--- src/rtl/msr_pkg.sv ---
package msr_pkg;
    localparam int NUM_LINES = 4;
    localparam int REG_W     = 8;
    localparam int MCR_W     = 5;

    // line index inside the status nibble; msr bit = index + 4, flag bit = index
    localparam int IDX_CTS = 0;
    localparam int IDX_DSR = 1;
    localparam int IDX_RI  = 2;
    localparam int IDX_DCD = 3;

    // modem control bit positions
    localparam int MC_DTR  = 0;
    localparam int MC_RTS  = 1;
    localparam int MC_OUT1 = 2;
    localparam int MC_OUT2 = 3;
    localparam int MC_LOOP = 4;

    localparam logic [MCR_W-1:0]     MCR_RESET  = 5'b01000;
    localparam logic [NUM_LINES-1:0] LINE_RESET = 4'b1011;

    typedef enum logic [0:0] {
        ST_SETTLE = 1'b0,
        ST_TRACK  = 1'b1
    } track_state_e;
endpackage

--- src/rtl/msr_sync.sv ---
module msr_sync #(
    parameter int               STAGES    = 2,
    parameter int               WIDTH     = 4,
    parameter logic [WIDTH-1:0] RESET_VAL = '0
) (
    input  logic             clk,
    input  logic             rst_n,
    input  logic [WIDTH-1:0] din,
    output logic [WIDTH-1:0] dout
);
    for (genvar b = 0; b < WIDTH; b++) begin : g_bit
        logic [STAGES-1:0] chain;
        always_ff @(posedge clk or negedge rst_n) begin
            if (!rst_n) begin
                chain <= {STAGES{RESET_VAL[b]}};
            end else begin
                chain <= {chain[STAGES-2:0], din[b]};
            end
        end
        assign dout[b] = chain[STAGES-1];
    end
endmodule

--- src/rtl/msr_delta_track.sv ---
module msr_delta_track
    import msr_pkg::*;
#(
    parameter int                   SETTLE_CYCLES = 3,
    parameter logic [NUM_LINES-1:0] RESET_VAL     = LINE_RESET
) (
    input  logic                 clk,
    input  logic                 rst_n,
    input  logic [NUM_LINES-1:0] line_sync,
    input  logic                 clear_req,
    output logic [NUM_LINES-1:0] line_q,
    output logic [NUM_LINES-1:0] delta_q
);
    localparam int CNT_W = $clog2(SETTLE_CYCLES + 1);
    localparam logic [CNT_W-1:0] CNT_LAST = CNT_W'(SETTLE_CYCLES - 1);

    track_state_e     state_q, state_d;
    logic [CNT_W-1:0] cnt_q;
    logic [NUM_LINES-1:0] set_vec;
    logic [NUM_LINES-1:0] delta_d;

    // state register
    always_ff @(posedge clk or negedge rst_n) begin
        if (!rst_n) begin
            state_q <= ST_SETTLE;
            cnt_q   <= '0;
        end else begin
            state_q <= state_d;
            if (state_q == ST_SETTLE) begin
                cnt_q <= cnt_q + 1'b1;
            end
        end
    end

    // next state
    always_comb begin
        state_d = state_q;
        unique case (state_q)
            ST_SETTLE: if (cnt_q == CNT_LAST) state_d = ST_TRACK;
            ST_TRACK:  state_d = ST_TRACK;
            default:   state_d = ST_SETTLE;
        endcase
    end

    // per-line flag set condition
    for (genvar b = 0; b < NUM_LINES; b++) begin : g_set
        if (b == IDX_RI) begin : g_trail
            assign set_vec[b] = line_q[b] & ~line_sync[b];
        end else begin : g_any
            assign set_vec[b] = line_q[b] ^ line_sync[b];
        end
    end

    // outputs
    always_comb begin
        delta_d = clear_req ? '0 : delta_q;
        unique case (state_q)
            ST_SETTLE: delta_d = delta_d;
            ST_TRACK:  delta_d = delta_d | set_vec;
            default:   delta_d = delta_d;
        endcase
    end

    always_ff @(posedge clk or negedge rst_n) begin
        if (!rst_n) begin
            line_q  <= RESET_VAL;
            delta_q <= '0;
        end else begin
            line_q  <= line_sync;
            delta_q <= delta_d;
        end
    end
endmodule

--- src/rtl/msr_ctrl_reg.sv ---
module msr_ctrl_reg
    import msr_pkg::*;
(
    input  logic             clk,
    input  logic             rst_n,
    input  logic             we,
    input  logic [REG_W-1:0] wdata,
    output logic [MCR_W-1:0] mcr_q
);
    always_ff @(posedge clk or negedge rst_n) begin
        if (!rst_n) begin
            mcr_q <= MCR_RESET;
        end else if (we) begin
            mcr_q <= wdata[MCR_W-1:0];
        end
    end
endmodule

--- src/rtl/modem_status_unit.sv ---
module modem_status_unit
    import msr_pkg::*;
#(
    parameter int SYNC_STAGES = 2
) (
    input  logic       clk,
    input  logic       rst_n,
    input  logic       cts_in,
    input  logic       dsr_in,
    input  logic       ri_in,
    input  logic       dcd_in,
    input  logic       mcr_we,
    input  logic [7:0] mcr_wdata,
    output logic [7:0] mcr_rdata,
    input  logic       msr_rd,
    output logic [7:0] msr_rdata,
    output logic       ms_change_req
);
    localparam int SETTLE_CYCLES = SYNC_STAGES + 1;

    logic [NUM_LINES-1:0] line_raw;
    logic [NUM_LINES-1:0] line_sync;
    logic [NUM_LINES-1:0] line_q;
    logic [NUM_LINES-1:0] delta_q;
    logic [NUM_LINES-1:0] loop_view;
    logic [MCR_W-1:0]     mcr_q;
    logic                 loop_on;
    logic                 clear_req;

    always_comb begin
        line_raw          = '0;
        line_raw[IDX_CTS] = cts_in;
        line_raw[IDX_DSR] = dsr_in;
        line_raw[IDX_RI]  = ri_in;
        line_raw[IDX_DCD] = dcd_in;
    end

    msr_sync #(
        .STAGES    (SYNC_STAGES),
        .WIDTH     (NUM_LINES),
        .RESET_VAL (LINE_RESET)
    ) u_sync (
        .clk   (clk),
        .rst_n (rst_n),
        .din   (line_raw),
        .dout  (line_sync)
    );

    msr_ctrl_reg u_mcr (
        .clk   (clk),
        .rst_n (rst_n),
        .we    (mcr_we),
        .wdata (mcr_wdata),
        .mcr_q (mcr_q)
    );

    assign loop_on   = mcr_q[MC_LOOP];
    assign clear_req = msr_rd & ~loop_on;

    msr_delta_track #(
        .SETTLE_CYCLES (SETTLE_CYCLES),
        .RESET_VAL     (LINE_RESET)
    ) u_track (
        .clk       (clk),
        .rst_n     (rst_n),
        .line_sync (line_sync),
        .clear_req (clear_req),
        .line_q    (line_q),
        .delta_q   (delta_q)
    );

    always_comb begin
        loop_view          = '0;
        loop_view[IDX_DCD] = mcr_q[MC_OUT2];
        loop_view[IDX_RI]  = mcr_q[MC_OUT1];
        loop_view[IDX_DSR] = mcr_q[MC_DTR];
        loop_view[IDX_CTS] = mcr_q[MC_RTS];
    end

    assign msr_rdata     = loop_on ? {loop_view, 4'h0} : {line_q, delta_q};
    assign mcr_rdata     = {{(REG_W-MCR_W){1'b0}}, mcr_q};
    assign ms_change_req = |delta_q;
endmodule

--- config.mk ---
export PLATFORM = sky130hd
export DESIGN_NAME = modem_status_unit
export DESIGN_NICKNAME = d
export VERILOG_FILES = /design/src/rtl/msr_pkg.sv /design/src/rtl/msr_sync.sv /design/src/rtl/msr_delta_track.sv /design/src/rtl/msr_ctrl_reg.sv /design/src/rtl/modem_status_unit.sv
export SDC_FILE = /design/constraint.sdc
export NUM_CORES = 1
export LEC_CHECK = 0
export BUFFER_PORTS_ARGS = -buffer_cell sky130_fd_sc_hd__buf_2
export CAP_MARGIN = 25
export CORE_MARGIN = 1
export CORE_UTILIZATION = 47
export DETAILED_ROUTE_END_ITERATION = 10
export GPL_TIMING_DRIVEN = 0
export PLACE_DENSITY = 0.87
export SYNTH_ARGS = -nofsm -noshare
export SYNTH_HDL_FRONTEND = slang
export SYNTH_SLANG_ARGS = --single-unit
--- constraint.sdc ---
create_clock -name clk -period 1.2 [get_ports clk]
set_input_delay 0.06 -clock clk [delete_from_list [all_inputs] [get_ports clk]]
set_output_delay 0.06 -clock clk [all_outputs]
set_load 0.01 [all_outputs]
* Word level (Yosys, flattened, before mapping) *
Cells that the tools add are included.

word-level totals
  register bits after elaboration = 24
  input bits = 16
  output and inout bits = 17
  word-level logic and storage cells = 26

operators by class
  $add $sub $neg = 1
  eq/ne operators = 1
  multiplexer cells = 5
  bitwise logic cells = 9
  reduce and logical (&&, ||, !) cells = 1

operator list
  operator                                      count
  2-to-1 mux 8 bit                              1
  one-hot mux 4 bit (2 select lines)            1
  2-to-1 mux 4 bit                              1
  OR 4 bit                                      1
  OR reduction 4 bit                            1
  inverter 1 bit                                3
  bitwise XOR 1 bit                             3
  adder 2 x 1 -> 2 bit (second input constant)  1
  AND 1 bit                                     2
  equality test 2 bit (second input constant)   1
  one-hot mux 1 bit (2 select lines)            1
  2-to-1 mux 1 bit                              1

* Logic depth before layout (Yosys ltp) *
Gate-level depths: netlist of run 1.

  word-level depth = 5
  gate-level depth with buffers = 3

* Cells and area by module *
Synthesis of run 1 repeated with hierarchy kept, for this count alone.

second synthesis, totals
  cells, all modules = 64
  area total of the unflattened synthesis = 937.1 um^2

modules (own cells, without submodules)
  module             instances  cells each  area an instance (um^2)
  msr_delta_track    1          27          399.1
  msr_sync           1          12          237.7
  msr_ctrl_reg       1          10          182.7
  modem_status_unit  1          15          117.6

* Worst setup path after synthesis of run 1 *
OpenSTA, ideal clock, no wires.

  kind = register -> register
  start point = reg u_mcr.mcr_q[4]
  end point = reg u_track.delta_q[0]
  arrival time = 0.903 ns
  setup slack = 0.176 ns
  stages on the path, launching flop included = 4
  path buffers = 1
  cell sequence = dfrtp_1 -> buf_6 -> nand2b_4 -> a22o_1

between the ends
  cells in the longest elaborated chain, start to end = 5

ends and longest elaborated chain
  element                                 line                     source
  start, declared                         msr_ctrl_reg.sv:8        output logic [MCR_W-1:0] mcr_q
  start signal, assigned                  msr_ctrl_reg.sv:14       mcr_q <= wdata[MCR_W-1:0];
  inverter 1 bit (*)                      modem_status_unit.sv:58  assign clear_req = msr_rd & ~loop_on;
  AND 1 bit (*)                           modem_status_unit.sv:58
  2-to-1 mux 4 bit (*)                    msr_delta_track.sv:56    delta_d = clear_req ? '0 : delta_q;
  OR 4 bit                                msr_delta_track.sv:59    ST_TRACK: delta_d = delta_d | set_vec;
  one-hot mux 4 bit (2 select lines) (*)  msr_delta_track.sv:57    unique case (state_q)
  net u_track.delta_d[0]                  msr_delta_track.sv:20    logic [NUM_LINES-1:0] delta_d;
  end signal, assigned                    msr_delta_track.sv:70    delta_q <= delta_d;
  end, declared                           msr_delta_track.sv:12    output logic [NUM_LINES-1:0] delta_q

The timed path passes the listed nets; every way through them passes the cells marked *.
A chain may end at the register's enable or synchronous reset.

* Worst setup path in the final report of run 1 *
  start point = reg u_track.delta_q[1]
  end point = out ms_change_req

between the ends
  cells in the longest elaborated chain, start to end = 1

ends and longest elaborated chain
  element             line                     source
  OR reduction 4 bit  modem_status_unit.sv:82  assign ms_change_req = |delta_q;
  end, declared       modem_status_unit.sv:17  output logic ms_change_req

Every way passes these cells.

==> impl_metrics.env, run 1 <==
export IMPL_internal_power_uw=1208
export IMPL_met1_usage=0.2120
export IMPL_dieArea_mm2=0.002118
export IMPL_drt_drc_violations_left=0
export IMPL_syn_instance_count=59
export IMPL_rsz0062_at_grt="yes"
export IMPL_min_period_ns=1.421
export IMPL_static_leakage_power_uw=0.0006118
export IMPL_switchingPower_uw=370.6
export IMPL_combPwrFrac=0.209
export IMPL_grt_usage=0.1784
export IMPL_synthTopCellsByArea="dfrtp_1 38%, dfstp_2 29%, mux2_2 6.2%, mux2_1 4.9%, a22o_1 2.9%"
export IMPL_grt_pass1_wl_um=2497
export IMPL_grt_max_degree=25
export IMPL_drtIter0Drc=1
export IMPL_cts_buffer_depth=2
export IMPL_start_util=0.5163
export IMPL_cts_sinks=24
export IMPL_p_clk_frac=0.214
export IMPL_r2r_start="u_mcr.mcr_q[4]"
export IMPL_grtUsageMet3=0.02381
export IMPL_finClkSkew_ns=0.003534
export IMPL_power_uw=1579
export IMPL_critPathSlowestCell="or4_1"
export IMPL_grt_overflow_total=0
export IMPL_post_route_period_util=1.184
export IMPL_cts_tree="yes"
export IMPL_cts_buffers_inserted=3
export IMPL_synth_top_area_frac=0.3846
export IMPL_grt_pass1_vias=595
export IMPL_crit_start="u_track.delta_q[1]"
export IMPL_busiest_layer="met2"
export IMPL_setup_viol=9
export IMPL_worstPathMaxFanout=2
export IMPL_io_buffer_count=26
export IMPL_coreArea_mm2=0.001764
export IMPL_wl_um=1563
export IMPL_worstPathCellList="or4_1 > buf_2"
export IMPL_synth_edf_count=0
export IMPL_seqPwrFrac=0.577
export IMPL_syn_area_per_cell_um2=15.44
export IMPL_crit_arrival_ns=1.36
export IMPL_rows=15
export IMPL_ys_seq_elements=24
export IMPL_critPathCaptureType="output pin"
export IMPL_clock_fmax_mhz=703.7
export IMPL_instances_no_fill=129
export IMPL_worstSetupPathType="register to output pin"
export IMPL_fp_dieH_um=46.03
export IMPL_nets=122
export IMPL_area_delta_synth_final_pct=41.07
export IMPL_die_w_um=46.03
export IMPL_holdWs_ns=0.02500
export IMPL_final_hold_violation_count=0
export IMPL_switching_share=0.2347
export IMPL_yosys_warnings=0
export IMPL_wl_per_cell_um=12.12
export IMPL_use_met2=0.3042
export IMPL_required_ns=1.14
export IMPL_num_antenna_cells=0
export IMPL_synth_top_cells_by_count="14 x dfrtp_1, 10 x dfstp_2, 5 x mux2_2"
export IMPL_htree_levels=1
export IMPL_async_reset_ff_frac=1.000
export IMPL_dp_cells=112
export IMPL_maxCapViolations=0
export IMPL_drive_gt1_frac=0.5769
export IMPL_syn_area_um2=910.9
export IMPL_ys_flop_type="dfrtp_1"
export IMPL_synth_top_area_cell="dfrtp_1"
export IMPL_io_pins=33
export IMPL_insertion_delay_ns=0.30
export IMPL_ir_drop_v=0.0009444
export IMPL_fillers=135
export IMPL_outcome="finished, violations left"
export IMPL_vias=587
export IMPL_antenna_found_initial=0
export IMPL_hp_class="input port to register"
export IMPL_clock_root_buffer="clkbuf_4"
export IMPL_power_density_mw_per_mm2=1229
export IMPL_slowest_delay_ns=0.52
export IMPL_ys_types=21
export IMPL_gp_congestion=0.7112
export IMPL_hold_start="mcr_wdata[0]"
export IMPL_startpoint_type="register"
export IMPL_clkTransAtPathRegs_ns=0.11
export IMPL_synth_seq_area_share=0.6731
export IMPL_drv_slew=0
export IMPL_violations="setup timing"
export IMPL_setup_ws_ns=-0.2210
export IMPL_drtPass1Iterations=2
export IMPL_post_synth_top_count_cell="dfrtp_1"
export IMPL_vias_per_cell=4.550
export IMPL_ant_nets=0
[per-layer routing]
layer | wire length (um) | vias to the layer above
li1 | - | 280
met1 | 690 | 281
met2 | 789 | 24
met3 | 71 | 2
met4 | 12 | 0
met5 | 0 | -
[power groups by stage]
| stage | sequential [uW] | combinational, uW | clock, uW |
|---|---|---|---|
| final | 911 | 330 | 338 |
| after global routing | 917 | 357 | 379 |
| after CTS | 911 | 319 | 354 |
| after detailed placement | 926 | 227 | 0 |
| after global placement | 922 | 221 | 0 |
| after floorplan | 926 | 121 | 0 |
[layout by cell type (no fill, tap or decap)]
cell type / instances
buf_2: 22
dfrtp_1: 14
dfstp_2: 10
dlygate4sd3_1: 9
buf_6: 8
mux2_2: 5
buf_4: 5
mux2_4: 4
xor2_1: 3
a22o_1: 3
nor2b_1: 3
conb_1: 3
clkbuf_4: 3
nand2_1: 2
nand2b_4: 1
nor2b_4: 1
inv_1: 1
or4_1: 1
or2_2: 1
o2bb2ai_1: 1
o21ai_0: 1
xnor2_1: 1
ha_1: 1
clkbuf_1: 1
[stage by stage]
stage | instance area, um2 | util | setup TNS [ns] | setup slack, ns
after global placement | 1080 | 0.6121 | 0 | 0.1092
after floorplan | 918.4 | - | 0 | 0.1758
after global routing | 1285 | 0.7284 | -1.356 | -0.2779
after CTS | 1274 | 0.7220 | -0.9686 | -0.2345
final | 1285 | 0.7284 | -0.8577 | -0.2210
after detailed placement | 1080 | 0.6121 | 0 | 0.08700
[critical path: cells and delay by family, from the launching register on]
kind          cells  cell delay (ns)
flops             1             0.39
buf+inv           1             0.16
simple gates      1             0.52
[final timing paths]
path	slack (ns)	end	cells past startpoint
worst max-delay path	-0.22	ms_change_req	2
worst min-delay path	0.02	u_mcr.mcr_q[0]	2
worst max register to register	0.06	u_track.delta_q[0]	4
worst min register to register	0.36	u_sync.g_bit[1].chain[1]	0
max in group asynchronous	0.59	u_sync.g_bit[0].chain[1]	2
min in group asynchronous	0.24	u_sync.g_bit[2].chain[0]	2
[flip-flops by register name, indices dropped and copies added, names as in the netlist]
name and cells:
u_track.delta_q 4, u_track.line_q 4, u_track.cnt_q 2, u_sync.g_bit.chain 8
u_track.state_q 1, u_mcr.mcr_q 5
[final cells by class]
type | instances | area [um2] | share of cell area
Buffer | 5 | 38.79 | 0.03019
Clock buffer | 4 | 26.28 | 0.02045
Inverter | 1 | 3.754 | 0.002921
Multi-Input combinational cell | 31 | 282.8 | 0.2201
Sequential cell | 24 | 613.1 | 0.4771
Tap cell | 25 | 31.28 | 0.02434
Timing Repair Buffer | 39 | 289.0 | 0.2249
[repair_timing]
action	4_1_cts	5_1_grt
setup endpoints to repair	5	9
hold buffers	9	0
buffers inserted	4	0
gates resized for setup	10	2
hold endpoints to repair	22	0
[kinds of logic (layout without fill, tap and decap cells)]
logic type / after synthesis / after routing / synth area share
xor+xnor: 4 / 4 / 0.03847
simple gates: 9 / 9 / 0.06869
buf+inv: 6 / 49 / 0.04669
other cells: 1 / 3 / 0.004117
mux: 9 / 9 / 0.1113
compound gates: 5 / 5 / 0.04396
fa+ha+maj: 1 / 1 / 0.01373
flops: 24 / 24 / 0.6731
Power figures use the tool's default switching activity.
==> run 2, diff against run 1 <==
--- a/config.mk
+++ b/config.mk
@@ -12,6 +12,7 @@
 export DETAILED_ROUTE_END_ITERATION = 10
 export GPL_TIMING_DRIVEN = 0
 export PLACE_DENSITY = 0.87
+export SETUP_SLACK_MARGIN = 0.05
 export SYNTH_ARGS = -nofsm -noshare
 export SYNTH_HDL_FRONTEND = slang
 export SYNTH_SLANG_ARGS = --single-unit
==> impl_metrics.env, run 2 (synthesis gave the netlist of run 1 again) <==
export IMPL_dieArea_mm2=0.002118
export IMPL_clock_root_buffer="clkbuf_4"
export IMPL_clkTransAtPathRegs_ns=0.11
export IMPL_placed_cell_area_mm2=0.001080
export IMPL_hp_class="input port to register"
export IMPL_worstSetupPathType="register to output pin"
export IMPL_violations="setup timing"
export IMPL_ant_nets=0
export IMPL_nets=122
export IMPL_grt_overflow_total=0
export IMPL_drtIter0Drc=1
export IMPL_setup_tns_ns=-0.8575
export IMPL_seqPwrFrac=0.577
export IMPL_fillers=135
export IMPL_cts_buffer_depth=2
export IMPL_switching_share=0.2348
export IMPL_setup_viol=9
export IMPL_die_w_um=46.03
export IMPL_r2r_slack_ns=0.08
export IMPL_ir_drop_v=0.0009444
export IMPL_cts_sinks=24
export IMPL_internal_power_uw=1208
export IMPL_io_pins=33
export IMPL_rsz0062_at_grt="yes"
export IMPL_clock_fmax_mhz=703.7
export IMPL_grt_usage=0.1784
export IMPL_critPathCaptureType="output pin"
export IMPL_combPwrFrac=0.209
export IMPL_crit_arrival_ns=1.36
export IMPL_drive_gt1_frac=0.5769
export IMPL_finClkSkew_ns=0.003532
export IMPL_power_density_mw_per_mm2=1229
export IMPL_cts_buffers_inserted=3
export IMPL_crit_buf_inv=1
export IMPL_final_common_cell="buf_2"
export IMPL_top_regs="u_sync.g_bit.chain x8, u_mcr.mcr_q x5"
export IMPL_grt_pass1_vias=595
export IMPL_start_util=0.5163
export IMPL_top_register="u_sync.g_bit.chain"
export IMPL_htree_levels=1
export IMPL_io_buffer_count=26
export IMPL_fp_dieH_um=46.03
export IMPL_worstPathCellList="or4_1 > buf_2"
export IMPL_r2r_start="u_mcr.mcr_q[4]"
export IMPL_min_period_ns=1.421
export IMPL_vias=587
export IMPL_num_antenna_cells=0
export IMPL_layout_common_cells="22 x buf_2, 14 x dfrtp_1, 10 x dfstp_2"
export IMPL_hold_start="mcr_wdata[0]"
export IMPL_required_ns=1.14
export IMPL_rows=15
export IMPL_crit_start="u_track.delta_q[1]"
export IMPL_stdcell_area_mm2=0.001285
export IMPL_drv_slew=0
export IMPL_switchingPower_uw=370.6
export IMPL_drt_drc_violations_left=0
export IMPL_grt_pass1_wl_um=2497
export IMPL_cp_depth=2
export IMPL_grt_max_degree=25
export IMPL_drtPass1Iterations=2
export IMPL_cts_tree="yes"
export IMPL_startpoint_type="register"
export IMPL_insertion_delay_ns=0.30
export IMPL_holdPathEnd="u_mcr.mcr_q[0]"
export IMPL_cp_top_family="simple AND/OR/NAND/NOR gates"
export IMPL_maxCapViolations=0
export IMPL_worstPathMaxFanout=2
export IMPL_wl_um=1563
export IMPL_wl_per_cell_um=12.12
export IMPL_area_delta_synth_final_pct=41.07
export IMPL_regArea_um2=613.1
export IMPL_p_clk_frac=0.214
export IMPL_vias_per_cell=4.550
export IMPL_min_path_cells=2
export IMPL_final_hold_violation_count=0
export IMPL_antenna_found_initial=0
export IMPL_timing_rr_end="u_track.delta_q[0]"
export IMPL_outcome="finished, violations left"
export IMPL_static_leakage_power_uw=0.0006118
export IMPL_largest_reg_flops=8
export IMPL_multi_input_area_um2=282.8
export IMPL_setup_ws_ns=-0.2210
export IMPL_gp_congestion=0.7112
export IMPL_coreArea_mm2=0.001764
export IMPL_post_route_period_util=1.184
export IMPL_slowest_delay_ns=0.52
export IMPL_critPathSlowestCell="or4_1"
export IMPL_ff2ff_path_depth=4
## run 2: metrics by stage
step | hold slack [ns] | instances | util | power [uW] | worst slack [ns]
finish | 0.02500 | 129 | 0.7284 | 1579 | -0.2210
global route | 0.02827 | 129 | 0.7284 | 1652 | -0.2779
CTS | 0.001818 | 129 | 0.7220 | 1583 | -0.2345
detailed placement | 0.05546 | 112 | 0.6121 | 1153 | 0.08700
global placement | 0.04771 | 112 | 0.6121 | 1143 | 0.1092
floorplan | -0.2356 | 61 | - | 1047 | 0.1758
## run 2: layout make-up
class,count,area share
Buffer,5,0.03019
Clock buffer,4,0.02045
Inverter,1,0.002921
Multi-Input combinational cell,31,0.2201
Sequential cell,24,0.4771
Tap cell,25,0.02434
Timing Repair Buffer,39,0.2249
## run 2: what timing repair did
| action | 4_1_cts | 5_1_grt |
|---|---|---|
| hold endpoints to repair | 22 | 0 |
| hold buffers | 9 | 0 |
| setup buffers | 4 | 0 |
| pin swaps | 0 | 3 |
| setup endpoints to repair | 5 | 12 |
| gates resized for setup | 10 | 2 |
## run 2: metal layers
layer | vias up | GRT usage | share of wire
met1 | 281 | 0.2120 | 0.44
met5 | - | 0 | 0
met3 | 2 | 0.02381 | 0.045
met4 | 0 | 0.1059 | 0.0077
met2 | 24 | 0.3042 | 0.50
li1 | 280 | - | -
## run 2: how the worst max path moves through the flow
stage / to / slack, ns
after floorplan: u_track.delta_q[0] / 0.18
after global placement: ms_change_req / 0.11
after detailed placement: ms_change_req / 0.09
after CTS: ms_change_req / -0.23
after global routing: ms_change_req / -0.28
final: ms_change_req / -0.22
## run 2: power groups by stage
stage          clock network [uW]  logic, uW  registers, uW
3_3_place_gp                    0        221            922
3_5_place_dp                    0        227            926
5_1_grt                       379        357            917
2_1_floorplan                   0        121            926
6_report                      338        330            911
4_1_cts                       354        319            911
